### config.mk
export PLATFORM = sky130hd
export DESIGN_NAME = blkrep_ctrl
export DESIGN_NICKNAME = d
export VERILOG_FILES = /design/src/rtl/blkrep_pkg.sv /design/src/rtl/blkrep_decide.sv /design/src/rtl/blkrep_stall.sv /design/src/rtl/blkrep_ctrl.sv
export SDC_FILE = /design/constraint.sdc
export NUM_CORES = 1
export LEC_CHECK = 0
export ABC_AREA = 1
export CORE_UTILIZATION = 55
export DETAILED_ROUTE_END_ITERATION = 7
export DONT_BUFFER_PORTS = 1
export GPL_ROUTABILITY_DRIVEN = 0
export PLACE_DENSITY = 0.72
export SLEW_MARGIN = 10
export SYNTH_ARGS = -nofsm -noshare
export SYNTH_HDL_FRONTEND = slang
export SYNTH_HIERARCHICAL = 1
export SYNTH_SLANG_ARGS = --single-unit
### constraint.sdc
create_clock -name clk -period 3.44 [get_ports clk]
set_input_delay 0.344 -clock clk [delete_from_list [all_inputs] [get_ports clk]]
set_output_delay 0.344 -clock clk [all_outputs]
set_load 0.02 [all_outputs]
### src/rtl/blkrep_pkg.sv
package blkrep_pkg;
    typedef enum logic [2:0] {
        ST_IDLE,
        ST_DECIDE,
        ST_STALL,
        ST_WAITCHK,
        ST_FETCH
    } rep_state_e;
endpackage

### src/rtl/blkrep_decide.sv
module blkrep_decide #(
    parameter int CNT_W = 16
) (
    input  logic [CNT_W-1:0] cnt_in,
    input  logic             is_cmp,
    input  logic             rep_mode,
    input  logic             zf,
    output logic [CNT_W-1:0] cnt_next,
    output logic             cnt_nz,
    output logic             do_repeat
);
    localparam logic [CNT_W-1:0] ONE = CNT_W'(1);

    always_comb begin
        cnt_next  = cnt_in - ONE;
        cnt_nz    = |cnt_next;
        do_repeat = rep_mode && cnt_nz && !(is_cmp && zf);
    end
endmodule

### src/rtl/blkrep_stall.sv
module blkrep_stall #(
    parameter int CYCLES = 5
) (
    input  logic clk,
    input  logic rst_n,
    input  logic load,
    input  logic run,
    output logic last
);
    localparam int CW = (CYCLES > 1) ? $clog2(CYCLES) : 1;
    localparam logic [CW-1:0] LAST_V = CW'(CYCLES - 1);

    logic [CW-1:0] cnt_q;

    always_ff @(posedge clk or negedge rst_n) begin
        if (!rst_n)      cnt_q <= '0;
        else if (load)   cnt_q <= '0;
        else if (run && cnt_q != LAST_V) cnt_q <= cnt_q + CW'(1);
    end

    assign last = (cnt_q == LAST_V);
endmodule

### src/rtl/blkrep_ctrl.sv
module blkrep_ctrl
    import blkrep_pkg::*;
#(
    parameter int CNT_W      = 16,
    parameter int ADDR_W     = 16,
    parameter int STALL_CYC  = 5
) (
    input  logic              clk,
    input  logic              rst_n,
    input  logic              start,
    input  logic              is_cmp,
    input  logic              rep_mode,
    input  logic              zf_in,
    input  logic [CNT_W-1:0]  bc_in,
    input  logic [ADDR_W-1:0] pc_in,
    input  logic              wait_in,
    output logic [CNT_W-1:0]  bc_out,
    output logic              pv_flag,
    output logic [ADDR_W-1:0] pc_out,
    output logic [ADDR_W-1:0] memptr_out,
    output logic              addr_hi_sel,
    output logic              busy,
    output logic              repeat_taken,
    output logic              fetch_go,
    output logic              done
);
    localparam logic [ADDR_W-1:0] REWIND = ADDR_W'(2);
    localparam int HW = $clog2(STALL_CYC + 2);

    rep_state_e state_q, state_d;

    logic [CNT_W-1:0]  bc_q;
    logic [ADDR_W-1:0] pc_q, mp_q;
    logic              cmp_q, rep_q, zf_q, pv_q, taken_q;

    logic [CNT_W-1:0]  bc_next;
    logic              bc_nz, go_long, stall_last;

    blkrep_decide #(.CNT_W(CNT_W)) u_decide (
        .cnt_in    (bc_q),
        .is_cmp    (cmp_q),
        .rep_mode  (rep_q),
        .zf        (zf_q),
        .cnt_next  (bc_next),
        .cnt_nz    (bc_nz),
        .do_repeat (go_long)
    );

    blkrep_stall #(.CYCLES(STALL_CYC)) u_stall (
        .clk   (clk),
        .rst_n (rst_n),
        .load  (state_q == ST_DECIDE),
        .run   (state_q == ST_STALL),
        .last  (stall_last)
    );

    // next-state logic
    always_comb begin
        state_d = state_q;
        unique case (state_q)
            ST_IDLE:    if (start) state_d = ST_DECIDE;
            ST_DECIDE:  state_d = go_long ? ST_STALL : ST_WAITCHK;
            ST_STALL:   if (stall_last) state_d = ST_WAITCHK;
            ST_WAITCHK: if (!wait_in) state_d = ST_FETCH;
            ST_FETCH:   state_d = ST_IDLE;
            default:    state_d = ST_IDLE;
        endcase
    end

    // state register and datapath
    always_ff @(posedge clk or negedge rst_n) begin
        if (!rst_n) begin
            state_q <= ST_IDLE;
            bc_q    <= '0;
            pc_q    <= '0;
            mp_q    <= '0;
            cmp_q   <= 1'b0;
            rep_q   <= 1'b0;
            zf_q    <= 1'b0;
            pv_q    <= 1'b0;
            taken_q <= 1'b0;
        end else begin
            state_q <= state_d;
            if (state_q == ST_IDLE && start) begin
                bc_q  <= bc_in;
                pc_q  <= pc_in;
                cmp_q <= is_cmp;
                rep_q <= rep_mode;
                zf_q  <= zf_in;
            end
            if (state_q == ST_DECIDE) begin
                bc_q    <= bc_next;
                pv_q    <= bc_nz;
                taken_q <= go_long;
                if (go_long) begin
                    pc_q <= pc_q - REWIND;
                    mp_q <= pc_q - REWIND + ADDR_W'(1);
                end
            end
        end
    end

    // outputs
    always_comb begin
        bc_out       = bc_q;
        pv_flag      = pv_q;
        pc_out       = pc_q;
        memptr_out   = mp_q;
        repeat_taken = taken_q;
        addr_hi_sel  = (state_q == ST_STALL);
        busy         = (state_q != ST_IDLE);
        fetch_go     = (state_q == ST_FETCH);
        done         = (state_q == ST_FETCH);
    end

    // checker state: length of the current stall run
    logic [HW-1:0] hi_run_q;
    always_ff @(posedge clk or negedge rst_n) begin
        if (!rst_n)                    hi_run_q <= '0;
        else if (state_q == ST_DECIDE) hi_run_q <= '0;
        else if (addr_hi_sel)          hi_run_q <= hi_run_q + HW'(1);
    end

    assert_bc_dec_R1: assert property (@(posedge clk) disable iff (!rst_n)
        (state_q == ST_DECIDE) |=> (bc_out == $past(bc_out) - CNT_W'(1)));

    assert_pv_nz_R2: assert property (@(posedge clk) disable iff (!rst_n)
        (state_q == ST_DECIDE) |=> (pv_flag == (bc_out != '0)));

    assert_cmp_stop_R4: assert property (@(posedge clk) disable iff (!rst_n)
        (state_q == ST_DECIDE && cmp_q && zf_q) |=> !addr_hi_sel);

    assert_rewind_R5: assert property (@(posedge clk) disable iff (!rst_n)
        $rose(addr_hi_sel) |-> (pc_out == $past(pc_out) - REWIND &&
                                memptr_out == pc_out + ADDR_W'(1)));

    assert_stall_len_R6: assert property (@(posedge clk) disable iff (!rst_n)
        $fell(addr_hi_sel) |-> (hi_run_q == HW'(STALL_CYC)));

    assert_short_keep_R7: assert property (@(posedge clk) disable iff (!rst_n)
        (state_q == ST_DECIDE && !go_long) |=> $stable(memptr_out) && $stable(pc_out));

    assert_wait_hold_R8: assert property (@(posedge clk) disable iff (!rst_n)
        (state_q == ST_WAITCHK && wait_in) |=> !done);

    assert_done_once_R9: assert property (@(posedge clk) disable iff (!rst_n)
        done |=> !done && !busy);
endmodule

Word-level counts from Yosys, hierarchy flattened --
Index checks and enable logic that the tools add are counted. Widths: inputs -> output; s select.
Word-level totals: bits in registers 59, input bits 39, output and inout port bits 54, word-level logic and storage cells 48
Cells by class: $add $sub $neg 4, eq/ne operators 9, mux-type cells 12, reductions and logical operators 13
Operator list (number):
- $mux 16 | 5
- $add 16x1->16 const B | 1
- $reduce_or 16->1 | 1
- $sub 16x1->16 const B | 1
- $sub 16x2->16 const B | 1
- $mux 3 | 5
- $pmux 3 s4 | 1
- $eq 3x2->1 const B | 2
- $eq 3x3->1 const B | 2
- $ne 2x2->1 const B | 3
- $logic_and 1x1->1 | 5
- $reduce_bool 2->1 | 2
- $add 3x1->3 const B | 1
- $eq 3x1->1 const B | 1
- $logic_not 3->1 | 1
- $ne 3x3->1 const B | 1
- $reduce_and 3->1 | 1
- $reduce_bool 3->1 | 1
- $reduce_and 2->1 | 1
- $logic_not 1->1 | 1
- $mux 1 | 1

Logic depth before layout (Yosys ltp) --
Gate-level depths: netlist of the first run.
depth after elaboration 6, mapped depth 19, depth with buffers taken out 19

By module --
Netlist of the first run, hierarchy kept.
Modules (own cells, without submodules):
- blkrep_ctrl | times used 1, cells each 438, area an instance 3245.6 sq um, seq. area each 1401.3 sq um
- blkrep_decide | times used 1, cells each 113, area an instance 533.0 sq um, seq. area each 0.0 sq um
- blkrep_stall | times used 1, cells each 25, area an instance 185.2 sq um, seq. area each 75.1 sq um

Least setup slack after synthesis of the first run --
No wires, ideal clock.
path kind reg2reg, start register bc_q[0], in the netlist bc_out[0], end register mp_q[11], in the netlist memptr_out[11], setup time 0.087 ns, arrival 2.273 ns, required time 3.353 ns, slack 1.081 ns, stages on the path, launching flop included 18, path buffers 1, period minus slack after synthesis 2.359 ns, path through dfrtp_1 -> inv_1 -> ha_1 -> inv_1 -> nor2_1 -> nand3_1 -> nor2_1 -> nor2_1 -> nand2_1 -> nor2_1 -> nand3_1 -> nor2_2 -> nor2_1 -> nand2_2 -> inv_2 -> buf_2 -> nand2_1 -> o211ai_1
Between the ends: cells in the longest elaborated chain, start to end 5
RTL lines:
- start: declaration | line blkrep_ctrl.sv:32 | logic [CNT_W-1:0] bc_q;
- start signal: assignment | line blkrep_ctrl.sv:85 | bc_q <= bc_in;
- start signal: assignment | line blkrep_ctrl.sv:92 | bc_q <= bc_next;
- $sub 16x1->16 | line blkrep_decide.sv:15 | cnt_next = cnt_in - ONE;
- named net bc_next[0] | line blkrep_ctrl.sv:36 | logic [CNT_W-1:0] bc_next;
- $reduce_or 16->1 | line blkrep_decide.sv:16 | cnt_nz = |cnt_next;
- $logic_and 1x1->1 (2 in series) | line blkrep_decide.sv:17 | do_repeat = rep_mode && cnt_nz && !(is_cmp && zf);
- named net go_long | line blkrep_ctrl.sv:37 | logic bc_nz, go_long, stall_last;
- $reduce_and 2->1 (no line)
- end signal: assignment | line blkrep_ctrl.sv:97 | mp_q <= pc_q - REWIND + ADDR_W'(1);
- end: declaration | line blkrep_ctrl.sv:33 | logic [ADDR_W-1:0] pc_q, mp_q;
The timed path passes the listed nets, and every way through them passes these cells. A chain may end at the register's enable or synchronous reset.

Worst setup path in the final report of the first run --
start register bc_q[0], in the netlist bc_out[0], end register mp_q[10], in the netlist memptr_out[10]
The elaborated chain is that of the path after synthesis.

==> results.txt, run 1 <==
After detailed routing, the wire length on met1 is 3963 microns. The category of the critical setup timing path is register to register. The fraction of layout instances using a drive strength above 1 came out at 12.69%. The post-CTS repair timing setup buffer count came out at 0. The worst slew slack as a fraction of its limit is 44.43%. The static leakage came out at ~2.2 nW.

The maximum number of pins on one net before global-route repair is 60. The number of distinct library cells after synthesis came out at 36. The nature of the critical path startpoint is a register. The core footprint is 6869 sq um.

The number of violations reported at the end of detailed-routing iteration 0 came out at 162. The number of standard-cell rows in the floorplan is 30. The part of the total power dissipated in the clock network came out at 14.7%. In the routed design, unresolved DRC markers number 0. The cell area after technology mapping is 3964 sq um. Clock tree synthesis selected as its root buffer the cell clkbuf_8. In this run, the combinational gates consume between 40% and 50% of the power.

The number of port buffers is 0. The share of the clock period used by the worst path after layout is 84.62%. Routed signal wires occupy layers up through met4.

The net load switching power came out at 2.354 mW. The synthesized instance count is 576. The via count of the routed design is 3601. The die is ~87 microns tall. The tightest min-delay check is of the primary input to register type. Along the worst path, the maximum fanout reaches 26.

VDD sags by at most 0.0005311 V. The time the final worst path needs with I/O delays and setup came out at 2.911 ns. The transition time at the pin with the least slew margin came out at 0.8326 ns. The cell internal power dissipation came out at 2.061 mW.

The worst register-to-register path begins at bc_out[0]$_DFFE_PN0P_. The post-cts hold buffer count came out at 2. The wire length of the first global-routing pass is ~16000 microns. The max-capacitance violation count is 0. The run finished with clean final reports.

The number of detailed-routing iterations run before antenna repair is 4. The worst-skew pair later-pin latency is 0.34 ns. After routing, the total negative slack on setup checks comes to 0 ns. The worst path arrival time came out at around 3.2 ns. The count of synthesis-stage warnings from yosys is 6. The final number of max-transition violations is 0. TritonCTS created 9 clock buffers. The final number of hold-violating endpoints is 0.

Setup violations remaining at the end of the flow were counted as 0. Timing would allow up to 0.3436 GHz. The worst register-to-register path ends at memptr_out[10]$_DFFE_PN0P_.

The overall overflow remaining after global route is 0. For this configuration, the core starts out at a cell density of 57.70%. The instance count along the most critical hold path is 1.

STA puts the critical path data required time at 3.68 ns. OpenSTA, run right after detailed placement, puts the worst setup slack at ~0.66 ns. The synthesized area per cell came out at a little under 7 sq um. The via count of the first global-routing pass is 3412.

The final hold slack came out at 0.06078 ns. The cell that appears most often on the critical path is nor2_1. The initial antenna violation count came to 0.

The register bit total from synthesis is between 50 and 60. The detailed route wirelength on metal2 came out at 4759 microns. The clock-pin slew on the worst setup and hold paths came out at 0.07 ns. The clock tree from TritonCTS is built. The fraction of power spent switching nets came out at 53.32%. On the critical path, the stage with the largest delay is an instance of dfrtp_1. The family with the most delay on the worst path is simple AND/OR/NAND/NOR gates. After legalization and detailed placement, the total HPWL measured 7013 microns.

In this run the worst setup path begins at bc_out[0]$_DFFE_PN0P_. Across every metal layer, demand over resource in global routing totals 27.24%. The floorplan die width is approximately 87 microns.

Detailed routing placed a total of slightly below 700 microns of wire on met3. The total length of routed wires is between 9000 and 10000 microns. The cell area after placement came out at 4045 sq um. The sequential cell fraction of total power came out at 39.7%.

In the final routed layout, each cell accounts on average for 14.16 microns. Leaving out fill and tap cells, the most frequent cells in the layout are nand2_1, nand3_1, inv_1, dfrtp_1, nor2_1. The number of nets in the synthesized netlist came out at approximately 620.

The worst hold path begins at wait_in. The sequential cell area fraction in the yosys report is a little under two fifths. The final critical-path setup slack is approximately 0.53 ns. The buffers plus inverters on the worst setup path came out at 4. The final net count is around 620. The count of pins on the block boundary came out at 93. The setup check on the worst reg-to-reg path leaves a slack of 0.53 ns. The areal power density over the cells is 1032 nW/um^2. The kind of end point of the critical path is a register. The total number of H-tree levels came out at 3.

The die covers 7551 sq um. The number of routed nets with antenna violations came out at 0. In this run the deepest clock path goes through 2 buffers. The setup skew after layout is 0.006822 ns. In this run the worst setup path terminates at memptr_out[10]$_DFFE_PN0P_. The signed area change from the synthesized netlist to the final layout came out at 7.891%. The number of diodes added for antenna fixing is 0. The number of vias per cell after detailed routing is 5.303. The post-cts gate resize count is 0.

Counting buffers and inverters, the worst setup path is 19 cells deep. Traced cell by cell, the critical path runs through inv_1 > ha_1 > inv_1 > nor2_1 > nand3_1 > nor2_1 > nor2_1 > nand2_1 > nor2_1 > nand3_1 > nor2_2 > nor2_1 > nand2_2 > inv_2 > nand2_1 > nand2_2 > nand2_1 > o21ai_1 > inv_1. The cell count of the worst reg-to-reg path came out at 19. Setup repair after global routing left no endpoint under its margin.

The library cell used most frequently in the layout, excluding fill and tap cells, is nand2_1. The number of clock sinks came out at 59. The finished cells cover 4277 sq um.

In this design, the stage delay of the slowest critical-path cell is 0.49 ns.
## flip-flops by register name, summed over array words and instances (netlist names)
signal         cells
zf_q               1
u_stall/cnt_q      3
pc_out            16
pv_flag            1
cmp_q              1
repeat_taken       1
memptr_out        16
bc_out            16
state_q            3
rep_q              1
## layout make-up
class | count | area, sq um
Inverter | 67 | 251.5
Tap cell | 96 | 120.1
Multi-Input combinational cell | 434 | 2152
Sequential cell | 59 | 1476
Clock inverter | 2 | 35.03
Timing Repair Buffer | 8 | 82.58
Clock buffer | 13 | 158.9
Fill cell | 648 | 2592
## logic make-up (layout without fill, tap and decap cells)
family | after synthesis | after routing | synth area share, %
flops | 59 | 59 | 37.25
buf+inv | 83 | 90 | 8.459
fa+ha+maj | 6 | 6 | 1.894
mux | 1 | 1 | 0.2525
compound gates | 52 | 52 | 7.355
xor+xnor | 5 | 5 | 1.484
simple gates | 370 | 370 | 43.31
## power groups by stage
| stage | Clock (mW) | Combinational (mW) | Sequential (mW) |
|---|---|---|---|
| 5_1_grt | 0.692 | 2.31 | 1.81 |
| 4_1_cts | 0.663 | 2.01 | 1.75 |
| 6_report | 0.651 | 2.01 | 1.75 |
| 3_3_place_gp | 0 | 1.93 | 1.76 |
| 3_5_place_dp | 0 | 1.98 | 1.77 |
| 2_1_floorplan | 0 | 1.63 | 1.65 |
## through the flow
stage,total power [mW],instances,util (%)
after floorplan,3.279,576,-
after global placement,3.686,662,58.89
after detailed placement,3.744,662,58.89
after CTS,4.426,679,62.26
after global routing,4.810,679,62.26
final,4.415,679,62.26
## worst min-delay path by stage
stage	to	slack, ns
after floorplan	bc_out[0]$_DFFE_PN0P_	0.05
after global placement	pc_out[4]$_DFF_PN0_	0.05
after detailed placement	pc_out[4]$_DFF_PN0_	0.05
after CTS	state_q[2]$_DFFE_PN0P_	0.05
after global routing	state_q[2]$_DFFE_PN0P_	0.06
final	state_q[2]$_DFFE_PN0P_	0.06
## synth_stat cells (all sizes together)
cell type    n  area share [%]
nand4        8             1.3
nor2        74             9.6
buf         10             1.5
clkbuf       6            0.57
or2          2            0.32
nand2      211              22
clkinv       1           0.095
o21ai       32             4.0
dfrtp       59              37
nor3b        1            0.19
nand3b       3            0.57
o211ai       8             1.5
a41oi        1            0.22
a21boi       3            0.57
a21oi        8             1.0
nor3         5            0.76
xor2         3            0.85
ha           6             1.9
xnor2        2            0.63
inv         66             6.3
nand3       66             8.9
mux2i        1            0.25
## routing by layer
metal / up-vias / global-route usage (%)
li1: 1827 / -
met1: 1637 / 32.69
met2: 119 / 47.03
met3: 18 / 6.066
met4: 0 / 11.52
met5: - / 0
Note: power is estimated with default switching activity, not from simulation.
==> run 2: changes to the inputs <==
PLACE_DENSITY = 0.75   (was 0.72)
clock period = 2.3 ns   (was 3.44 ns; I/O delays follow)
==> run 2 against run 1 <==
Against the previous run: utilization grew 5.7 points; total power increased by 62%; first-iteration DRC count is 73% higher; clock skew about the same; clock power grew 41%; setup slack worse by 0.47 ns; critical path type unchanged; register-to-register slack worse by 0.47 ns.
==> results.txt, run 2 (synthesis gave the netlist of run 1 again) <==
The run finished with clean final reports. The number of violations reported at the end of detailed-routing iteration 0 came out at 280 (+73%). The met1 track demand over resource came to 33.41% (+0.73 points). The overall overflow remaining after global route was 0 (unchanged). The register area is 1481 sq um (+0.34%). STA classifies the critical path startpoint as a register.

The via count of the routed design came out at 3879 (+7.7%). The routing usage on met3 is 6.825% (+0.76 points). The highest clock rate was 0.4470 GHz (+30%). The library cell used most frequently in the layout, excluding fill and tap cells, is nand2_1.

The family with the most delay on the worst path is simple AND/OR/NAND/NOR gates. In this run the most used layer during global routing was met2. The worst-case clock buffer depth came out at 2 (unchanged). The number of diodes added for antenna fixing is 0 (unchanged). The worst path arrival time is 2.47 ns (-0.68 ns). The setup skew after layout is 0.006466 ns (-0.0003566 ns). The fraction of layout instances using a drive strength above 1 is 20.45% (+7.8 points).

The number of routed nets with antenna violations came out at 0 (unchanged). The share of the clock period used by the worst path after layout is 97.27% (+13 points). The stage delay of the slowest cell on the critical path is 0.37 ns (-0.12 ns). The top cell types in the final layout, fill and taps aside, are nand2_1, nand3_1, inv_1.

The area of the die is 7551 sq um (unchanged). The cell count along the critical path was 17 (-2). The worst setup path is captured at a register. The static leakage is 2.391 nW (+9.6%). The worst-skew pair later-pin latency is 0.34 ns (about the same). The multi-input logic area is 2226 sq um (+3.4%). The peak ir drop on the vdd network came to 0.0008959 V (+69%). The time the final worst path needs with I/O delays and setup is 2.237 ns (-0.6735 ns). The critical path is of the register to register type. TritonCTS built the clock tree.

The count of pins on the block boundary is 93 (unchanged). The worst min-delay path class is primary input to register. The floorplan die width was 86.90 microns (unchanged). The final cell utilization of the core came out at 67.98% (+5.7 points).

The final number of max-transition violations is 0 (unchanged). Setup repair after global routing could not meet its margin everywhere. The number of clock sinks is 59 (unchanged). On the critical path, the stage with the largest delay is an instance of dfrtp_1. The number of port buffers came out at 0 (unchanged). The cell area after placement is 4262 sq um (+5.4%). The number of setup violations in the final report is 0 (unchanged). The via count of the first global-routing pass is 3769 (+10%). The instance count along the most critical hold path was 2 (+1).

The maximum number of pins on one net before global-route repair is 60 (unchanged). The number of inserted filler cells in the final layout is 577 (-11%). The tree is rooted in a clkbuf_8. The cell area after layout was 4669 sq um (+9.2%). The maximum fanout count along the critical path is 12 (-54%). The max-capacitance violation count is 0 (unchanged). The critical path required time is 2.53 ns (-1.15 ns). The final number of hold-violating endpoints was 0 (unchanged).

The cell count of the worst reg-to-reg path is 17 (-2). The final net count came to 661 (+5.9%). From synthesis to final layout, the design area changed by 17.80%. The wire length of the first global-routing pass came out at 16550 microns (+4.4%).

The number of standard-cell rows in the floorplan is 30 (unchanged). The post-detailed-route wirelength per cell came out at 14.36 microns (+1.4%). The residual DRC count came to 0 (unchanged). The total length of routed wires is 10300 microns (+7.1%). The worst slew slack as a fraction of its limit came out at 31.84% (-13 points). The number of vias per cell after detailed routing came out at 5.410 (+2.0%). The final sum of negative setup slack is 0 ns (unchanged). The height of the die is 86.90 microns (unchanged). The power after layout came out at 7.155 mW (+62%). The placed wire-length estimate after detailed placement is 7329 microns (+4.5%). The transition time at the pin with the least slew margin came to 1.019 ns (+0.1861 ns). The final critical-path setup slack is 0.06274 ns (-0.4665 ns). The number of detailed-routing iterations run before antenna repair was 5 (+1).

The buffers plus inverters on the worst setup path is 4 (unchanged). The placement-stage worst setup slack is -0.02912 ns (-0.6928 ns). The total number of H-tree levels came to 3 (unchanged). The met2 usage was 49.32% (+2.3 points). The initial antenna violation count was 0 (unchanged). The core footprint came to 6869 sq um (unchanged). The clock-pin slew on the worst setup and hold paths came out at 0.06 ns (about the same). The initial core utilization is 57.70% (unchanged).

The total clock buffers created by CTS is 9 (unchanged). Walking the worst path, the cells encountered are buf_4 > nor2_4 > nand2_4 > nor2_4 > buf_4 > nand3b_1 > nand2_2 > nor2_1 > nand3_1 > nor2_2 > nor2_2 > nand2_4 > buf_12 > nand2_1 > o21ai_0 > o21ai_1 > inv_1. The areal power density over the cells came out at 1532 nW/um^2 (+48%). The overall track demand over capacity in global routing is 28.32% (+1.1 points).
## run 2: power by group
| part | internal, mW | total, mW | switching, mW | leakage (nW) |
|---|---|---|---|---|
| clock network | 0.509 | 0.921 | 0.413 | 0.0997 |
| logic | 1.38 | 3.83 | 2.45 | 1.58 |
| registers | 1.54 | 2.40 | 0.866 | 0.711 |
| total | 3.43 | 7.16 | 3.73 | 2.39 |
## run 2: worst register-to-register path, cell delays in order (launching register included)
cell and delay (ns):
dfrtp_1 0.37, buf_4 0.15, nor2_4 0.13, nand2_4 0.09, nor2_4 0.14, buf_4 0.13, nand3b_1 0.08, nand2_2 0.09
nor2_1 0.04, nand3_1 0.08, nor2_2 0.05, nor2_2 0.17, nand2_4 0.11, buf_12 0.16, nand2_1 0.05, o21ai_0 0.08
o21ai_1 0.13, inv_1 0.06
## run 2: worst paths after layout
check	startpoint	end	slack (ns)
hold / removal	is_cmp	cmp_q$_DFFE_PN0P_	0.01
setup / recovery	bc_out[1]$_DFFE_PN0P_	memptr_out[10]$_DFFE_PN0P_	0.06
max in group asynchronous	rst_n	bc_out[4]$_DFFE_PN0P_	1.60
hold reg to reg	cmp_q$_DFFE_PN0P_	cmp_q$_DFFE_PN0P_	0.47
setup reg to reg	bc_out[1]$_DFFE_PN0P_	memptr_out[10]$_DFFE_PN0P_	0.06
min in group asynchronous	rst_n	pc_out[6]$_DFF_PN0_	0.41
## run 2: metrics by stage
stage               hold WS (ns)  std cells
finish                   0.01366        717
global placement        -0.06419        689
floorplan               -0.06559        576
CTS                     0.001746        710
detailed placement      -0.06415        689
global route            0.008674        717
## run 2: area by class of cell
type                    instances  area share (%)
multi-input cells             434           47.67
flip-flops and latches         59           31.73
repair buffers                 44           8.333
inverters                      67           5.493
clock buffers                  15           3.993
well taps                      96           2.572
clock inverters                 1          0.1072
repair inverters                1          0.1072
## run 2: what timing repair did
| action | CTS | global route |
|---|---|---|
| hold buffers | 5 | 0 |
| gates resized for setup | 5 | 27 |
| endpoints found under the hold margin | 62 | 0 |
| cloned | 0 | 1 |
| pin swaps | 0 | 14 |
| buffers inserted | 0 | 6 |
| setup endpoints to repair | 5 | 28 |
## run 2: routing by layer
| layer | wire length (microns) | part of all wire, % | vias to the layer above |
|---|---|---|---|
| met5 | 0 | 0 | - |
| met4 | 288 | 2.8 | 0 |
| met3 | 816 | 7.9 | 31 |
| met2 | 5074 | 49 | 168 |
| met1 | 4120 | 40 | 1771 |
| li1 | - | - | 1909 |
